<file path="src/rtl/ilv_pkg.sv">
// Shared types for the interleaved line refill reader.
// Assumes: nothing beyond IEEE 1800-2017.
package ilv_pkg;

    // Sequencer phases: idle, address broadcast, word transfer.
    typedef enum logic [1:0] {
        SEQ_IDLE = 2'd0,
        SEQ_ADDR = 2'd1,
        SEQ_XFER = 2'd2
    } seq_state_t;

endpackage

</file>
<file path="src/rtl/ilv_bank_model.sv">
// Behavioural memory module with its own address buffer register (abr_q)
// and data buffer register (dbr_q). On start it reads WORDS consecutive
// local words: the first after FIRST_LAT cycles, each next one ROW_LAT
// cycles after the previous. A word's content is the inverse of its global
// word address, rebuilt from the local address and the module index.
// Assumes: FIRST_LAT >= 1, ROW_LAT >= 1, and the reader pops each word
// before the following one lands, or in the same cycle it lands.
module ilv_bank_model #(
    parameter int ADDR_W    = 16,
    parameter int DATA_W    = 16,
    parameter int IDX_W     = 2,
    parameter int LOC_W     = 14,
    parameter int BANK_IDX  = 0,
    parameter int WORDS     = 2,
    parameter int FIRST_LAT = 6,
    parameter int ROW_LAT   = 4
) (
    input  logic              clk,
    input  logic              rst_n,
    input  logic              start,
    input  logic [LOC_W-1:0]  start_loc,
    input  logic              pop,
    output logic              dbr_full,
    output logic [DATA_W-1:0] dbr_data
);

    localparam int LAT_MAX = (FIRST_LAT > ROW_LAT) ? FIRST_LAT : ROW_LAT;
    localparam int CNT_W   = $clog2(LAT_MAX + 1);
    localparam int LEFT_W  = $clog2(WORDS + 1);

    logic [LOC_W-1:0]  abr_q;
    logic [CNT_W-1:0]  lat_cnt_q;
    logic [LEFT_W-1:0] left_q;
    logic              busy_q;
    logic              load_now;
    logic [ADDR_W-1:0] glob_addr;
    logic [DATA_W-1:0] dbr_q;
    logic              full_q;

    // Rebuild the global word address from the local one and the module index.
    generate
        if (IDX_W == 0) begin : g_flat_addr
            assign glob_addr = abr_q;
        end else begin : g_ilv_addr
            assign glob_addr = {abr_q, IDX_W'(BANK_IDX)};
        end
    endgenerate

    // A word is ready when the access countdown reaches zero.
    assign load_now = busy_q && (lat_cnt_q == '0);

    // Access sequencing: load the address buffer, count latency, step the address.
    always_ff @(posedge clk) begin
        if (!rst_n) begin
            abr_q     <= '0;
            lat_cnt_q <= '0;
            left_q    <= '0;
            busy_q    <= 1'b0;
        end else if (start) begin
            abr_q     <= start_loc;
            lat_cnt_q <= CNT_W'(FIRST_LAT - 1);
            left_q    <= LEFT_W'(WORDS);
            busy_q    <= 1'b1;
        end else if (load_now) begin
            abr_q  <= abr_q + 1'b1;
            left_q <= left_q - 1'b1;
            if (left_q == LEFT_W'(1)) begin
                busy_q <= 1'b0;
            end else begin
                lat_cnt_q <= CNT_W'(ROW_LAT - 1);
            end
        end else if (busy_q) begin
            lat_cnt_q <= lat_cnt_q - 1'b1;
        end
    end

    // Data buffer: filled on a completed access, emptied when the reader pops it.
    always_ff @(posedge clk) begin
        if (!rst_n) begin
            dbr_q  <= '0;
            full_q <= 1'b0;
        end else if (load_now) begin
            dbr_q  <= DATA_W'(~glob_addr);
            full_q <= 1'b1;
        end else if (pop || start) begin
            full_q <= 1'b0;
        end
    end

    assign dbr_full = full_q;
    assign dbr_data = dbr_q;

    // A new word must never land on a word the reader has not taken yet.
    assert_dbr_no_overrun_R4: assert property (@(posedge clk) disable iff (!rst_n)
        (load_now && full_q) |-> pop)
        else $error("data buffer overrun in module %0d", BANK_IDX);

    // The reader only pops a buffer that holds a word.
    assert_pop_needs_word_R3: assert property (@(posedge clk) disable iff (!rst_n)
        pop |-> full_q)
        else $error("pop from empty data buffer in module %0d", BANK_IDX);

endmodule

</file>
<file path="src/rtl/ilv_addr_split.sv">
// Works out, for every interleaved module, the local address of the first
// line word that falls into it. Module m gets the word at offset
// (m - base[IDX_W-1:0]) mod NUM_MODS from the base, and its local address
// is that word address with the module-select bits removed.
// Assumes: NUM_MODS is a power of two and IDX_W = log2(NUM_MODS) >= 1.
module ilv_addr_split #(
    parameter int ADDR_W   = 16,
    parameter int NUM_MODS = 4,
    parameter int IDX_W    = 2,
    parameter int LOC_W    = 14
) (
    input  logic [ADDR_W-1:0]                 base,
    output logic [NUM_MODS-1:0][LOC_W-1:0]    start_loc
);

    generate
        for (genvar m = 0; m < NUM_MODS; m++) begin : g_mod
            logic [IDX_W-1:0]  offset;
            logic [ADDR_W-1:0] first_addr;
            // Distance from the base to this module's first word, then its local address.
            always_comb begin
                offset       = IDX_W'(m) - base[IDX_W-1:0];
                first_addr   = base + ADDR_W'(offset);
                start_loc[m] = first_addr[ADDR_W-1:IDX_W];
            end
        end
    endgenerate

endmodule

</file>
<file path="src/rtl/ilv_seq_ctrl.sv">
// Request sequencer and output bus steering. Accepts a line request only
// when idle, spends one cycle broadcasting the address (start pulse to all
// modules), then walks word indices 0..LINE_WORDS-1. It presents word k as
// soon as the module that holds it reports a full data buffer, and pops
// that buffer in the same cycle.
// Assumes: module for word k is (base + k) mod NUM_BANKS.
module ilv_seq_ctrl
    import ilv_pkg::*;
#(
    parameter int ADDR_W     = 16,
    parameter int DATA_W     = 16,
    parameter int LINE_WORDS = 8,
    parameter int NUM_BANKS  = 4,
    parameter int SEL_W      = 2
) (
    input  logic                              clk,
    input  logic                              rst_n,
    input  logic                              req_valid,
    input  logic [ADDR_W-1:0]                 req_addr,
    output logic                              req_ready,
    output logic [ADDR_W-1:0]                 base_q,
    output logic                              start,
    input  logic [NUM_BANKS-1:0]              bank_full,
    input  logic [NUM_BANKS-1:0][DATA_W-1:0]  bank_data,
    output logic [NUM_BANKS-1:0]              bank_pop,
    output logic                              rsp_valid,
    output logic [DATA_W-1:0]                 rsp_data,
    output logic                              rsp_last
);

    localparam int IDX_CW = $clog2(LINE_WORDS);

    seq_state_t        state_q;
    logic [IDX_CW-1:0] idx_q;
    logic [SEL_W-1:0]  sel;
    logic              at_end;

    // Module currently owing the next word.
    generate
        if (NUM_BANKS == 1) begin : g_one_bank
            assign sel = '0;
        end else begin : g_many_banks
            assign sel = SEL_W'(base_q) + SEL_W'(idx_q);
        end
    endgenerate

    assign req_ready = (state_q == SEQ_IDLE);
    assign start     = (state_q == SEQ_ADDR);
    assign rsp_valid = (state_q == SEQ_XFER) && bank_full[sel];
    assign rsp_data  = bank_data[sel];
    assign at_end    = (idx_q == IDX_CW'(LINE_WORDS - 1));
    assign rsp_last  = rsp_valid && at_end;

    // Pop the selected module's buffer whenever its word goes out.
    always_comb begin
        bank_pop = '0;
        if (rsp_valid) begin
            bank_pop[sel] = 1'b1;
        end
    end

    // Phase sequencing and word index tracking.
    always_ff @(posedge clk) begin
        if (!rst_n) begin
            state_q <= SEQ_IDLE;
            idx_q   <= '0;
            base_q  <= '0;
        end else begin
            case (state_q)
                SEQ_IDLE: begin
                    if (req_valid) begin
                        base_q  <= req_addr;
                        idx_q   <= '0;
                        state_q <= SEQ_ADDR;
                    end
                end
                SEQ_ADDR: begin
                    state_q <= SEQ_XFER;
                end
                SEQ_XFER: begin
                    if (rsp_valid) begin
                        idx_q <= idx_q + 1'b1;
                        if (at_end) begin
                            state_q <= SEQ_IDLE;
                        end
                    end
                end
                default: state_q <= SEQ_IDLE;
            endcase
        end
    end

    // A word on the bus means the block is busy and not accepting.
    assert_no_ready_in_burst_R2: assert property (@(posedge clk) disable iff (!rst_n)
        rsp_valid |-> !req_ready)
        else $error("ready asserted while delivering a word");

    // An accepted request drops ready on the next cycle.
    assert_accept_drops_ready_R2: assert property (@(posedge clk) disable iff (!rst_n)
        (req_valid && req_ready) |=> !req_ready)
        else $error("ready stayed high after acceptance");

    // Nothing follows the last word of a line.
    assert_nothing_after_last_R6: assert property (@(posedge clk) disable iff (!rst_n)
        rsp_last |=> (!rsp_valid && req_ready))
        else $error("activity after the last word");

endmodule

</file>
<file path="src/rtl/ilv_line_reader.sv">
// Top of the line refill reader. With INTERLEAVE = 1 it builds NUM_MODS
// module models selected by the low address bits and starts them together.
// With INTERLEAVE = 0 it builds one module that serves the whole line.
// Assumes: NUM_MODS is a power of two and divides LINE_WORDS.
module ilv_line_reader #(
    parameter int ADDR_W     = 16,
    parameter int DATA_W     = 16,
    parameter int NUM_MODS   = 4,
    parameter int LINE_WORDS = 8,
    parameter int FIRST_LAT  = 6,
    parameter int ROW_LAT    = 4,
    parameter bit INTERLEAVE = 1'b1
) (
    input  logic              clk,
    input  logic              rst_n,
    input  logic              req_valid,
    input  logic [ADDR_W-1:0] req_addr,
    output logic              req_ready,
    output logic              rsp_valid,
    output logic [DATA_W-1:0] rsp_data,
    output logic              rsp_last
);

    localparam int NUM_BANKS = INTERLEAVE ? NUM_MODS : 1;
    localparam int IDX_W     = INTERLEAVE ? $clog2(NUM_MODS) : 0;
    localparam int LOC_W     = ADDR_W - IDX_W;
    localparam int PER_BANK  = LINE_WORDS / NUM_BANKS;
    localparam int SEL_W     = (NUM_BANKS > 1) ? $clog2(NUM_BANKS) : 1;

    logic [ADDR_W-1:0]                base_q;
    logic                             start;
    logic [NUM_BANKS-1:0]             bank_full;
    logic [NUM_BANKS-1:0][DATA_W-1:0] bank_data;
    logic [NUM_BANKS-1:0]             bank_pop;

    ilv_seq_ctrl #(
        .ADDR_W    (ADDR_W),
        .DATA_W    (DATA_W),
        .LINE_WORDS(LINE_WORDS),
        .NUM_BANKS (NUM_BANKS),
        .SEL_W     (SEL_W)
    ) u_ctrl (
        .clk      (clk),
        .rst_n    (rst_n),
        .req_valid(req_valid),
        .req_addr (req_addr),
        .req_ready(req_ready),
        .base_q   (base_q),
        .start    (start),
        .bank_full(bank_full),
        .bank_data(bank_data),
        .bank_pop (bank_pop),
        .rsp_valid(rsp_valid),
        .rsp_data (rsp_data),
        .rsp_last (rsp_last)
    );

    generate
        if (INTERLEAVE) begin : g_ilv
            logic [NUM_BANKS-1:0][LOC_W-1:0] start_loc;

            ilv_addr_split #(
                .ADDR_W  (ADDR_W),
                .NUM_MODS(NUM_BANKS),
                .IDX_W   (IDX_W),
                .LOC_W   (LOC_W)
            ) u_split (
                .base     (base_q),
                .start_loc(start_loc)
            );

            for (genvar b = 0; b < NUM_BANKS; b++) begin : g_bank
                ilv_bank_model #(
                    .ADDR_W   (ADDR_W),
                    .DATA_W   (DATA_W),
                    .IDX_W    (IDX_W),
                    .LOC_W    (LOC_W),
                    .BANK_IDX (b),
                    .WORDS    (PER_BANK),
                    .FIRST_LAT(FIRST_LAT),
                    .ROW_LAT  (ROW_LAT)
                ) u_bank (
                    .clk      (clk),
                    .rst_n    (rst_n),
                    .start    (start),
                    .start_loc(start_loc[b]),
                    .pop      (bank_pop[b]),
                    .dbr_full (bank_full[b]),
                    .dbr_data (bank_data[b])
                );
            end

            // Interleaved burst: each word follows the previous with no gap, data one address up.
            assert_unbroken_burst_R4: assert property (@(posedge clk) disable iff (!rst_n)
                (rsp_valid && !rsp_last) |=> (rsp_valid && (rsp_data == $past(rsp_data) - 1'b1)))
                else $error("interleaved burst broken or out of order");
        end else begin : g_flat
            ilv_bank_model #(
                .ADDR_W   (ADDR_W),
                .DATA_W   (DATA_W),
                .IDX_W    (0),
                .LOC_W    (ADDR_W),
                .BANK_IDX (0),
                .WORDS    (LINE_WORDS),
                .FIRST_LAT(FIRST_LAT),
                .ROW_LAT  (ROW_LAT)
            ) u_bank (
                .clk      (clk),
                .rst_n    (rst_n),
                .start    (start),
                .start_loc(base_q),
                .pop      (bank_pop[0]),
                .dbr_full (bank_full[0]),
                .dbr_data (bank_data[0])
            );

            // Single module: same-row accesses keep words at least two cycles apart.
            assert_flat_spacing_R5: assert property (@(posedge clk) disable iff (!rst_n)
                rsp_valid |=> !rsp_valid)
                else $error("non-interleaved words too close together");
        end
    endgenerate

endmodule

</file>
<file path="config.mk">
export PLATFORM = sky130hd
export DESIGN_NAME = ilv_line_reader
export DESIGN_NICKNAME = d
export VERILOG_FILES = /design/src/rtl/ilv_pkg.sv /design/src/rtl/ilv_bank_model.sv /design/src/rtl/ilv_addr_split.sv /design/src/rtl/ilv_seq_ctrl.sv /design/src/rtl/ilv_line_reader.sv
export SDC_FILE = /design/constraint.sdc
export NUM_CORES = 1
export LEC_CHECK = 0
export BUFFER_PORTS_ARGS = -buffer_cell sky130_fd_sc_hd__buf_2
export CAP_MARGIN = 25
export CELL_PAD_IN_SITES_DETAIL_PLACEMENT = 0
export CELL_PAD_IN_SITES_GLOBAL_PLACEMENT = 1
export CORE_ASPECT_RATIO = 0.5
export CORE_MARGIN = 5
export CORE_UTILIZATION = 50
export CTS_CLUSTER_DIAMETER = 50
export DETAILED_ROUTE_END_ITERATION = 6
export PLACE_DENSITY = 0.86
export SYNTH_ARGS = -nofsm -noshare
export SYNTH_HDL_FRONTEND = slang
export SYNTH_SLANG_ARGS = --single-unit
</file>
<file path="constraint.sdc">
create_clock -name clk -period 3.11 [get_ports clk]
set_input_delay 0.1555 -clock clk [delete_from_list [all_inputs] [get_ports clk]]
set_output_delay 0.1555 -clock clk [all_outputs]
set_load 0.05 [all_outputs]
</file>
# Word-level counts from Yosys, hierarchy flattened
# Index checks and enable logic that the tools add are counted.
[word_totals]
in_bits = 19
ff_bits = 169
elab_cells = 201
output_inout_bits = 19
[op_classes]
n_eq_ne = 18
muxes = 66
reduce_logical = 53
add_sub_neg = 22
n_bitwise = 5
magnitude_cmp = 2
[op_table]
columns = ["op", "n"]
rows = [
  ["$mux W14", 8],
  ["$add A16 B2 Y16", 4],
  ["$not A16 Y16", 4],
  ["$add A14 B1 Y14 const B", 4],
  ["$mux W3", 18],
  ["$reduce_bool A2 Y1", 17],
  ["$bmux W16 S2", 1],
  ["$reduce_and A2 Y1", 13],
  ["$mux W1", 22],
  ["$mux W2", 11],
  ["$mux W16", 1],
  ["$logic_not A3 Y1", 4],
  ["$reduce_bool A3 Y1", 4],
  ["$sub A3 B1 Y3 const B", 4],
  ["$eq A2 B1 Y1 const B", 5],
  ["$ne A2 B2 Y1 const B", 5],
  ["$ne A3 B3 Y1 const B", 3],
  ["$sub A2 B1 Y2 const B", 4],
  ["$logic_and A1 B1 Y1", 7],
  ["$pmux W2 S3", 1],
  ["$pmux W3 S2", 1],
  ["$reduce_and A3 Y1", 2],
  ["$logic_or A1 B1 Y1", 4],
  ["$mux W4", 1],
  ["15 further kinds", 18],
]

# Logic depth before layout (Yosys ltp)
# Gate-level depths: netlist (run 1).
[depth]
ltp_word = 9
ltp_mapped = 9
depth_no_buf = 8

# By module
# From an unflattened synthesis (run 1), not the netlist that was laid out.
[unflattened]
cells_unflattened = 1013
area_unflattened_um2 = 8878.5
[by_module_without_submodules]
columns = ["mod", "area_per_inst_um2", "n_inst", "seq_area_each_um2", "cells_each"]
rows = [
  ["ilv_bank_model at g_ilv.g_bank[1].u_bank ...", 1629.1, 2, 720.7, 189],
  ["ilv_bank_model at g_ilv.g_bank[3].u_bank", 1675.4, 1, 700.7, 191],
  ["ilv_bank_model at g_ilv.g_bank[0].u_bank", 1624.1, 1, 720.7, 185],
  ["ilv_seq_ctrl", 1302.5, 1, 420.4, 124],
  ["ilv_addr_split", 1018.5, 1, 0.0, 135],
]

# Least setup slack after synthesis (run 1)
# OpenSTA, ideal clock, no wires.
[synth_path]
path_type = "reg-to-output"
startpoint = "register u_ctrl.base_q[1]"
endpoint = "output port rsp_data[0]"
n_path_buf = 3
t_arrival_ns = 2.024
required_time_ns = 2.954
setup_slack_ns = 0.930
path_stages_with_launch = 7
path_cell_list = "dfxtp_1 -> buf_4 -> xnor3_1 -> buf_2 -> buf_4 -> mux2i_1 -> nor2_1"
[synth_between]
elab_chain_cells = 3
[synth_rtl]
columns = ["item", "line", "source"]
rows = [
  ["start, declared", "ilv_seq_ctrl.sv:21", "output logic [ADDR_W-1:0] base_q,"],
  ["start signal, assigned", "ilv_seq_ctrl.sv:72", "base_q <= req_addr;"],
  ["$add A2 B2 Y2", "ilv_seq_ctrl.sv:43", "assign sel = SEL_W'(base_q) + SEL_W'(idx_q);"],
  ["$bmux W16 S2", "ilv_seq_ctrl.sv:50", "assign rsp_data = bank_data[sel];"],
  ["$mux W16 (not written as such)", "ilv_seq_ctrl.sv:50", ""],
  ["end, declared", "ilv_line_reader.sv:20", "output logic [DATA_W-1:0] rsp_data,"],
]
# No other way between the ends. The select of a mux whose other input is x is not followed.

# Worst setup path in the final report (run 1)
[layout_path]
startpoint = "register u_ctrl.base_q[1]"
endpoint = "output port rsp_valid"
[layout_between]
elab_chain_cells = 4
[layout_rtl]
columns = ["item", "line", "source"]
rows = [
  ["$add A2 B2 Y2", "ilv_seq_ctrl.sv:43", ""],
  ["$bmux W1 S2", "ilv_seq_ctrl.sv:49", "assign rsp_valid = (state_q == SEQ_XFER) && bank_full[sel];"],
  ["$mux W1 (not written as such)", "ilv_seq_ctrl.sv:49", ""],
  ["$logic_and A1 B1 Y1", "ilv_seq_ctrl.sv:49", ""],
  ["end, declared", "ilv_line_reader.sv:19", "output logic rsp_valid,"],
]
# No other way between the ends. The select of a mux whose other input is x is not followed.

==> results_dict.tcl, run 1 <==
set metrics [dict create \
    synth.distinct_cells 51 \
    h-tree-depth 4 \
    skew_ps 14.7 \
    synth_ff_type "dfxtp_1" \
    hold_violations 0 \
    crit_required_ps 2950 \
    min_to "u_ctrl.base_q[0]" \
    hold_slack_ps 6.99 \
    cp.arrival_ps 2470 \
    status "finished, final reports clean" \
    row_count 32 \
    ant_nets 0 \
    regArea_um2 3280 \
    fp.dieH_um 99.7 \
    cp_max_fo 21 \
    fin_crit_ps 2620 \
    synth-seq-cells 164 \
    firstDrtPassIters 6 \
    post-route-util 0.582 \
    tightest_slew_ps 727 \
    regToRegSetupSlack_ps 770 \
    drt-initial-drc-count 768 \
    synth_nets 991 \
    synthCells 948 \
    hold_class "in -> reg" \
    peakVddDrop_v 0.000392 \
    fmax_mhz 381 \
    io_pins 38 \
    via_per_inst 5.86 \
    r2r-end "g_ilv.g_bank[0].u_bank.abr_q[5]" \
    synth.top_cells.by_area "dfxtp_1 41%, nor2_1 7.2%, xnor2_1 5.9%" \
    grtUsageMet1 0.348 \
    wl_per_cell_um 18.7 \
    r2r-start "u_ctrl.base_q[1]" \
    io_buffers 37 \
    multi_input_area_um2 4380 \
    synth_largest_area_cell "dfxtp_1" \
    power_density_nw_per_um2 585 \
    cts.clk_slew.worst_paths_ps 60 \
    yosys_warnings 0 \
    antenna_found_initial 0 \
    start_util 0.516 \
    placed_cell_area_um2 8370 \
    synth_top_area_share 0.408 \
    slew_violations 0 \
    area_delta_synth_final_pct 12.8 \
    slew_headroom 0.515 \
    cts_tree "done" \
    crit_path_end_kind "primary output" \
    drive_gt1_frac 0.114 \
    ys_seq_area_frac 0.408 \
    final_area_um2 9070 \
    globalplace.congestion 0.917 \
    grt_setup_unrepaired "false" \
    grt_pass1_vias 6541 \
    async_flop_share 0 \
    fin_cells 1186 \
    worst_setup_path_start_kind "register" \
    synth_edf_count 0 \
    gr-total-overflow 0 \
    num-nets-final 1012 \
    clockBufferDepth 2 \
    clkSinkCount 164 \
    p_leak_nw 3.29 \
    syn_area_per_cell_um2 8.48 \
    dpl.hpwl_um 15500 \
    die_w_um 189 \
    met2_usage 0.351 \
    syn_area_um2 8040 \
    totalWireLength_um 22200 \
    grt_pass1_wl_um 35600 \
    grtUsageMet3 0.0624 \
    setup_viol 0 \
    hp-start "req_addr[0]" \
    cts-root-buf "clkbuf_16" \
    pre_cts_slack_ps 852 \
    dp.cells 1141 \
    maxCapViolCount 0 \
    setup_ws_ps 486 \
    antennaDiodeCount 0 \
    busiest_layer "met2" \
    core_um2 15600 \
    clock_latency_ps 430 \
    vias 6947 \
    cts_buffers 17 \
    finalPower_mw 5.30 \
    num-fill-cells 1351 \
    period_share 0.844 \
    grt_max_degree 68 \
    dieArea_um2 18900 \
    grt.total_usage 0.239 \
    ff2ff_path_depth 7 \
    finalSetupTns_ps 0 \
    holdPathStages 3 \
    critPathKind "reg -> out" \
    drc 0 \
]
-- where the power goes --
part	switching (mW)	leakage, nW	internal (mW)
combinational	0.510	1.68	0.311
sequential	0.170	1.34	2.27
clock	0.980	0.267	1.06
-- cell type report --
type | instances | area share
multi-input combinational | 689 | 0.483
sequential | 164 | 0.362
timing repair buffer | 72 | 0.0530
clock buffer | 18 | 0.0473
tap | 204 | 0.0281
clock inverter | 14 | 0.0157
inverter | 25 | 0.0105
-- sequential cells by signal (all words and copies together), names as in the netlist --
| name | flops |
|---|---|
| g_ilv.g_bank.u_bank.abr_q | 56 |
| g_ilv.g_bank.u_bank.busy_q | 4 |
| g_ilv.g_bank.u_bank.dbr_data | 59 |
| g_ilv.g_bank.u_bank.dbr_full | 4 |
| g_ilv.g_bank.u_bank.lat_cnt_q | 12 |
| g_ilv.g_bank.u_bank.left_q | 8 |
| u_ctrl.base_q | 16 |
| u_ctrl.idx_q | 3 |
| u_ctrl.state_q | 2 |
-- metal layers --
layer | vias up | wire length (um)
li1 | 3355 | -
met1 | 3276 | 10600
met2 | 278 | 9130
met3 | 38 | 2070
met4 | 0 | 350
met5 | - | 0
-- logic make-up (layout without fill, tap and decap cells) --
group | after synthesis | count (layout) | synth area share
AO/OA/AOI/OAI | 184 | 184 | 0.142
buffers and inverters | 95 | 129 | 0.0479
flip-flops | 164 | 164 | 0.408
adder cells (fa/ha/maj) | 24 | 24 | 0.0373
multiplexers | 26 | 26 | 0.0559
AND/OR/NAND/NOR | 365 | 365 | 0.209
XOR/XNOR | 90 | 90 | 0.0997
-- worst max-delay path: stages (launching register included) --
cell and delay [ps]:
dfxtp_1 600, xnor3_1 300, buf_4 320, mux2i_4 340
nand2_1 150, inv_1 80, buf_2 260
-- worst max path at each step --
stage | startpoint | to | slack, ps | cells past startpoint
after global routing | u_ctrl.base_q[1] | rsp_valid | 330 | 6
after floorplan | u_ctrl.base_q[1] | rsp_data[0] | 930 | 6
final | u_ctrl.base_q[1] | rsp_valid | 490 | 6
after detailed placement | u_ctrl.base_q[1] | g_ilv.g_bank[0].u_bank.abr_q[5] | 850 | 7
after global placement | u_ctrl.base_q[1] | g_ilv.g_bank[0].u_bank.abr_q[7] | 930 | 7
after CTS | u_ctrl.base_q[1] | rsp_valid | 470 | 6
-- cell usage in the layout, fill, tap and decap left out, drive strengths merged, types with 3 or more instances in the layout --
cell type,instances
mux2i,11
mux4,14
nand3b,6
inv,30
dlygate4sd3,13
a211oi,61
nand4,26
xor2,35
and3,9
nor3,20
o31ai,3
buf,59
and4,7
o22ai,9
a21oi,64
nor4,7
dfxtp,164
clkinv,5
xnor2,54
o21ai,29
a31oi,6
clkbuf,18
clkinvlp,4
and2,5
nand3,34
nor2,154
ha,24
nor2b,6
nand2,82
-- synthesized netlist by cell type, drive strengths merged, types with 7 or more instances --
library cell  number
a211oi            61
a21oi             64
and3               9
and4               7
buf               33
clkbuf            37
dfxtp            164
ha                24
inv               24
mux2i             11
mux4              14
nand2             82
nand3             34
nand4             26
nor2             154
nor3              20
nor4               7
o21ai             29
o22ai              9
xnor2             54
xor2              35
-- what timing repair did --
item,4_1_cts,5_1_grt
endpoints found under the hold margin,13,0
resized for setup,0,0
hold buffers,13,0
setup buffers,0,0
Note: power is estimated with default switching activity, not from simulation.
==> run 2: changes to the inputs <==
--- a/config.mk
+++ b/config.mk
@@ -11,10 +11,10 @@
 export CELL_PAD_IN_SITES_GLOBAL_PLACEMENT = 1
 export CORE_ASPECT_RATIO = 0.5
 export CORE_MARGIN = 5
-export CORE_UTILIZATION = 50
+export CORE_UTILIZATION = 42
 export CTS_CLUSTER_DIAMETER = 50
 export DETAILED_ROUTE_END_ITERATION = 6
-export PLACE_DENSITY = 0.86
+export PLACE_DENSITY = 0.77
 export SYNTH_ARGS = -nofsm -noshare
 export SYNTH_HDL_FRONTEND = slang
 export SYNTH_SLANG_ARGS = --single-unit
==> constraint.sdc (replaced) <==
create_clock -name clk -period 2.37 [get_ports clk]
set_input_delay 0.1185 -clock clk [delete_from_list [all_inputs] [get_ports clk]]
set_output_delay 0.1185 -clock clk [all_outputs]
set_load 0.05 [all_outputs]
==> run 2 against run 1 <==
Compared with the run above: core utilization is 8.2 points lower; sequential power is 31% higher; clock power is 35% higher; largest power group unchanged; critical path depth is 2 lower; hold slack better by 62 ps; setup slack worse by 380 ps; non-clock buffer count is 11 higher; power is 33% higher; clock skew is 6.1 ps lower; sequential share of layout area is 0.96 points lower.
==> results_dict.tcl, run 2 (synthesis results as in run 1) <==
set metrics [dict create \
    status "finished, final reports clean" \
    drt-initial-drc-count 648 \
    clockPowerShare 0.389 \
    p_sw_mw 2.09 \
    hold_class "in -> reg" \
    num-nets-final 1023 \
    hold_slack_ps 68.6 \
    worst_setup_path_start_kind "register" \
    p_leak_nw 3.36 \
    globalplace.congestion 0.896 \
    io_pins 38 \
    start_util 0.432 \
    grt_pass1_vias 6409 \
    post_cts_buffers 0 \
    via_per_inst 5.48 \
    p_int_mw 4.97 \
    p_comb_frac 0.159 \
    finalSetupTns_ps 0 \
    power_frac_seq 0.452 \
    crit_path_end_kind "primary output" \
    cts_tree "done" \
    period_share 0.957 \
    pre_cts_slack_ps 243 \
    gr-total-overflow 0 \
    clock_latency_ps 430 \
    cts_buffers 17 \
    num-fill-cells 1741 \
    switching_share 0.296 \
    final_common_cell "dfxtp_1" \
    fmax_mhz 441 \
    crit_required_ps 2250 \
    die_w_um 206 \
    antenna_found_initial 0 \
    grt_setup_unrepaired "false" \
    cp.arrival_ps 2150 \
    vias 6857 \
    maxCapViolCount 0 \
    hold_violations 0 \
    cp_max_fo 17 \
    holdPathStages 4 \
    final_area_um2 9320 \
    dieArea_um2 22200 \
    totalWireLength_um 23000 \
    cp-startpoint "u_ctrl.base_q[0]" \
    cts.clk_slew.worst_paths_ps 60 \
    wl_per_cell_um 18.3 \
    clockBufferDepth 2 \
    area_delta_synth_final_pct 15.9 \
    row_count 35 \
    core_um2 18600 \
    drc 0 \
    tightest_slew_ps 587 \
    grt.total_usage 0.212 \
    fp.dieH_um 108 \
    h-tree-depth 4 \
    layout_common_cells "164 x dfxtp_1, 154 x nor2_1, 82 x nand2_1" \
    placed_cell_area_um2 8560 \
    io_buffers 37 \
    min_to "u_ctrl.idx_q[0]" \
    drive_gt1_frac 0.124 \
    finalPower_mw 7.06 \
    grt_pass1_wl_um 36100 \
    setup_viol 0 \
    skew_ps 8.55 \
    critPathKind "reg -> out" \
    regToRegSetupSlack_ps 300 \
    hp-start "req_valid" \
    ff2ff_path_depth 7 \
    fin_crit_ps 2270 \
    largest_reg_flops 59 \
    dpl.hpwl_um 16600 \
    r2r-end "g_ilv.g_bank[2].u_bank.abr_q[7]" \
    grt_max_degree 52 \
    firstDrtPassIters 5 \
    power_density_nw_per_um2 758 \
    slew_headroom 0.608 \
    clkSinkCount 164 \
    peakVddDrop_v 0.000498 \
    setup_ws_ps 103 \
    cts-root-buf "clkbuf_16" \
    slew_violations 0 \
    ant_nets 0 \
    r2r-start "u_ctrl.base_q[0]" \
]
[run 2: through the flow]
stage,std cells,util
6_report,1252,0.501
4_1_cts,1251,0.500
5_1_grt,1251,0.500
3_5_place_dp,1204,0.460
2_1_floorplan,948,-
3_3_place_gp,1204,0.460
[run 2: routing by layer]
metal | global-route usage | wire, um
met5 | 0 | 0
met4 | 0.0482 | 220
met3 | 0.0554 | 2180
met2 | 0.297 | 9180
met1 | 0.320 | 11400
[run 2: power groups by stage]
stage / Clock [mW] / Combinational, mW / Sequential (mW)
after CTS: 2.77 / 1.12 / 3.18
after detailed placement: 0 / 1.10 / 3.25
after global placement: 0 / 1.08 / 3.24
after floorplan: 0 / 0.830 / 3.16
after global routing: 2.87 / 1.24 / 3.21
final: 2.75 / 1.13 / 3.19
[run 2: worst max-delay path by stage]
stage	endpoint	slack [ps]
floorplan	rsp_data[0]	230
detailed placement	g_ilv.g_bank[0].u_bank.abr_q[5]	240
global route	rsp_valid	10
global placement	g_ilv.g_bank[0].u_bank.abr_q[5]	320
CTS	rsp_data[11]	90
finish	rsp_data[11]	100
[run 2: worst max-delay path: stages, from the launching register on]
cell and delay, ps:
dfxtp_1 380, ha_4 350, buf_12 190, mux4_2 540
buf_2 230
[run 2: area by class of cell]
type                       count  area [um^2]  area share
multi-input combinational    689         4400       0.472
sequential                   164         3280       0.352
timing repair buffer          83          633      0.0680
clock buffer                  21          480      0.0516
tap                          259          324      0.0348
clock inverter                10         97.6      0.0105
inverter                      25         95.1      0.0102
antenna                        1         2.50    0.000269
[run 2: what timing repair did]
item,CTS,global route
hold endpoints to repair,16,0
resized for setup,2,2
setup endpoints to repair,14,4
hold buffers,16,0
==> run 3: changes to the inputs <==
--- a/config.mk
+++ b/config.mk
@@ -5,16 +5,16 @@
 export SDC_FILE = /design/constraint.sdc
 export NUM_CORES = 1
 export LEC_CHECK = 0
+export ABC_AREA = 1
 export BUFFER_PORTS_ARGS = -buffer_cell sky130_fd_sc_hd__buf_2
-export CAP_MARGIN = 25
 export CELL_PAD_IN_SITES_DETAIL_PLACEMENT = 0
 export CELL_PAD_IN_SITES_GLOBAL_PLACEMENT = 1
 export CORE_ASPECT_RATIO = 0.5
 export CORE_MARGIN = 5
-export CORE_UTILIZATION = 42
+export CORE_UTILIZATION = 41
 export CTS_CLUSTER_DIAMETER = 50
 export DETAILED_ROUTE_END_ITERATION = 6
-export PLACE_DENSITY = 0.77
+export PLACE_DENSITY = 0.79
 export SYNTH_ARGS = -nofsm -noshare
 export SYNTH_HDL_FRONTEND = slang
 export SYNTH_SLANG_ARGS = --single-unit
==> run 3 against run 2 <==
Compared with the run above: sequential power increased by 1%; clock skew increased by 1.1 ps; register-to-register slack improved by 100 ps; non-clock buffer count increased by 1; final area increased by 9.0%; count of clock-buffer cells in the layout decreased by 2; critical path type unchanged; die area increased by 10%.
==> results_dict.tcl, run 3 <==
set metrics [dict create \
    synth_nets 1301 \
    synthCells 1258 \
    crit_path_end_kind "primary output" \
    cts.clk_slew.worst_paths_ps 60 \
    dieArea_um2 24500 \
    io_pins 38 \
    drive_gt1_frac 0.116 \
    p_comb_frac 0.180 \
    worst_setup_path_start_kind "register" \
    setup_viol 0 \
    clockPowerShare 0.414 \
    h-tree-depth 4 \
    wl_per_cell_um 18.6 \
    clock_latency_ps 440 \
    status "finished, final reports clean" \
    crit_required_ps 2250 \
    via_per_inst 5.50 \
    start_util 0.421 \
    gr-total-overflow 0 \
    p_int_mw 5.57 \
    clockBufferDepth 2 \
    ant_nets 0 \
    vias 8758 \
    dp.cells 1547 \
    synth_top_area_share 0.376 \
    yosys_warnings 0 \
    post-route-util 0.490 \
    grt_setup_unrepaired "false" \
    synth_ff_type "dfxtp_1" \
    cts_buffers 17 \
    async_flop_share 0 \
    power_density_nw_per_um2 782 \
    die_w_um 216 \
    antenna_found_initial 0 \
    maxCapViolCount 0 \
    syn_area_per_cell_um2 6.94 \
    core_um2 20700 \
    placed_cell_area_um2 9300 \
    cp_max_fo 15 \
    slew_headroom 0.657 \
    fin_cells 1591 \
    firstDrtPassIters 5 \
    drt-initial-drc-count 789 \
    synth_common_cells "222 x nand2_1, 165 x inv_1, 164 x dfxtp_1" \
    p_leak_nw 4.13 \
    period_share 0.968 \
    io_buffers 37 \
    drc 0 \
    cts_tree "done" \
    fmax_mhz 436 \
    cp.arrival_ps 2170 \
    num-nets-final 1348 \
    fp.dieH_um 113 \
    finalPower_mw 7.94 \
    switching_share 0.299 \
    antennaDiodeCount 0 \
    cts-root-buf "clkbuf_16" \
    num-fill-cells 2069 \
    globalplace.congestion 0.936 \
    slowest_stage "ha_2" \
    area_delta_synth_final_pct 16.3 \
    path_cells "ha_2, inv_1, nor2_2, buf_4, a22oi_2, o211ai_1, buf_2" \
    layout_common_cells "220 x nand2_1, 165 x inv_1, 160 x dfxtp_1" \
    synth_largest_area_cell "dfxtp_1" \
    fin_crit_ps 2290 \
    slew_violations 0 \
    synth-seq-cells 164 \
    clkSinkCount 164 \
    grt.total_usage 0.240 \
    synth_edf_count 0 \
    hold_class "in -> reg" \
    p_sw_mw 2.37 \
    row_count 37 \
    power_frac_seq 0.407 \
    synth.top_cells.by_area "dfxtp_1 38%, nand2_1 9.5%, o21ai_0 7.7%" \
    synth_most_common_cell "nand2_1" \
    dpl.hpwl_um 21700 \
    skew_ps 9.62 \
    max_stage_delay_ps 400 \
    final_common_cell "nand2_1" \
    synth.distinct_cells 41 \
    grt_max_degree 117 \
    largest_reg_flops 59 \
    grt_pass1_wl_um 46100 \
    tightest_slew_ps 515 \
    hold_violations 0 \
    ys_seq_area_frac 0.376 \
    final_area_um2 10200 \
    totalWireLength_um 29500 \
    syn_area_um2 8730 \
    critPathKind "reg -> out" \
    peakVddDrop_v 0.000403 \
    grt_pass1_vias 8026 \
]
-- run 3: cell count changes after synthesis, sizes merged, moves of 52 or more --
cell,before,now
inv,24,171
a211oi,61,2
o21ai,29,140
a21oi,64,126
nand3,34,89
nand2,82,232
nor2,154,102
-- run 3: what timing repair did --
action | CTS | global route
endpoints found under the hold margin | 11 | 0
endpoints found under the setup margin | 15 | 18
hold buffers | 12 | 0
resized for setup | 3 | 16
setup buffers | 0 | 0
-- run 3: path summary, 6_finish.rpt --
kind | start | to | slack [ps] | depth (start not counted)
max | u_ctrl.idx_q[0] | rsp_data[5] | 80 | 7
min | req_addr[14] | u_ctrl.base_q[14] | 20 | 3
max reg2reg | u_ctrl.state_q[0] | g_ilv.g_bank[0].u_bank.abr_q[6] | 400 | 7
min reg2reg | g_ilv.g_bank[3].u_bank.abr_q[12] | g_ilv.g_bank[3].u_bank.dbr_data[14] | 440 | 1
-- run 3: critical path: cells and delay by family (launching register included) --
kind,cells,cell delay [ps]
flip-flops,1,340
buffers and inverters,3,630
AND/OR/NAND/NOR,1,110
AO/OA/AOI/OAI,2,250
adder cells (fa/ha/maj),1,400
-- run 3: layer usage --
| metal | up-vias | wire, um | track usage |
|---|---|---|---|
| li1 | 4306 | - | - |
| met1 | 4113 | 14500 | 0.360 |
| met2 | 315 | 11900 | 0.342 |
| met3 | 24 | 2750 | 0.0724 |
| met4 | 0 | 320 | 0.0449 |
| met5 | - | 0 | 0 |
-- run 3: cell type report --
type | instances | area (um^2) | area share
multi-input combinational | 867 | 4560 | 0.448
sequential | 164 | 3290 | 0.324
inverter | 171 | 649 | 0.0639
timing repair buffer | 84 | 628 | 0.0618
clock buffer | 19 | 443 | 0.0436
tap | 273 | 342 | 0.0336
clock inverter | 13 | 253 | 0.0249
-- run 3: logic make-up after synthesis --
group	share of synthesized area
and+or+nand+nor	0.240
AOI/OAI and AO/OA	0.225
buffers and inverters	0.104
DFF	0.376
adders and majority gates	0.0344
xor gates and xnor gates	0.0201
-- run 3: power groups by stage --
stage	Combinational, mW	Clock (mW)	Sequential (mW)
final	1.43	3.29	3.23
after global routing	1.58	3.47	3.26
after CTS	1.41	3.32	3.22
after detailed placement	1.38	0	3.28
after global placement	1.35	0	3.27
after floorplan	0.982	0	3.18
-- run 3: metrics by stage --
stage               setup TNS, ps  hold slack [ps]  setup slack, ps
finish                          0             21.7             76.7
global route                    0             23.5             4.25
CTS                         -1.13             7.47            -1.13
detailed placement              0              377              375
global placement                0              373              442
floorplan                       0              278              353
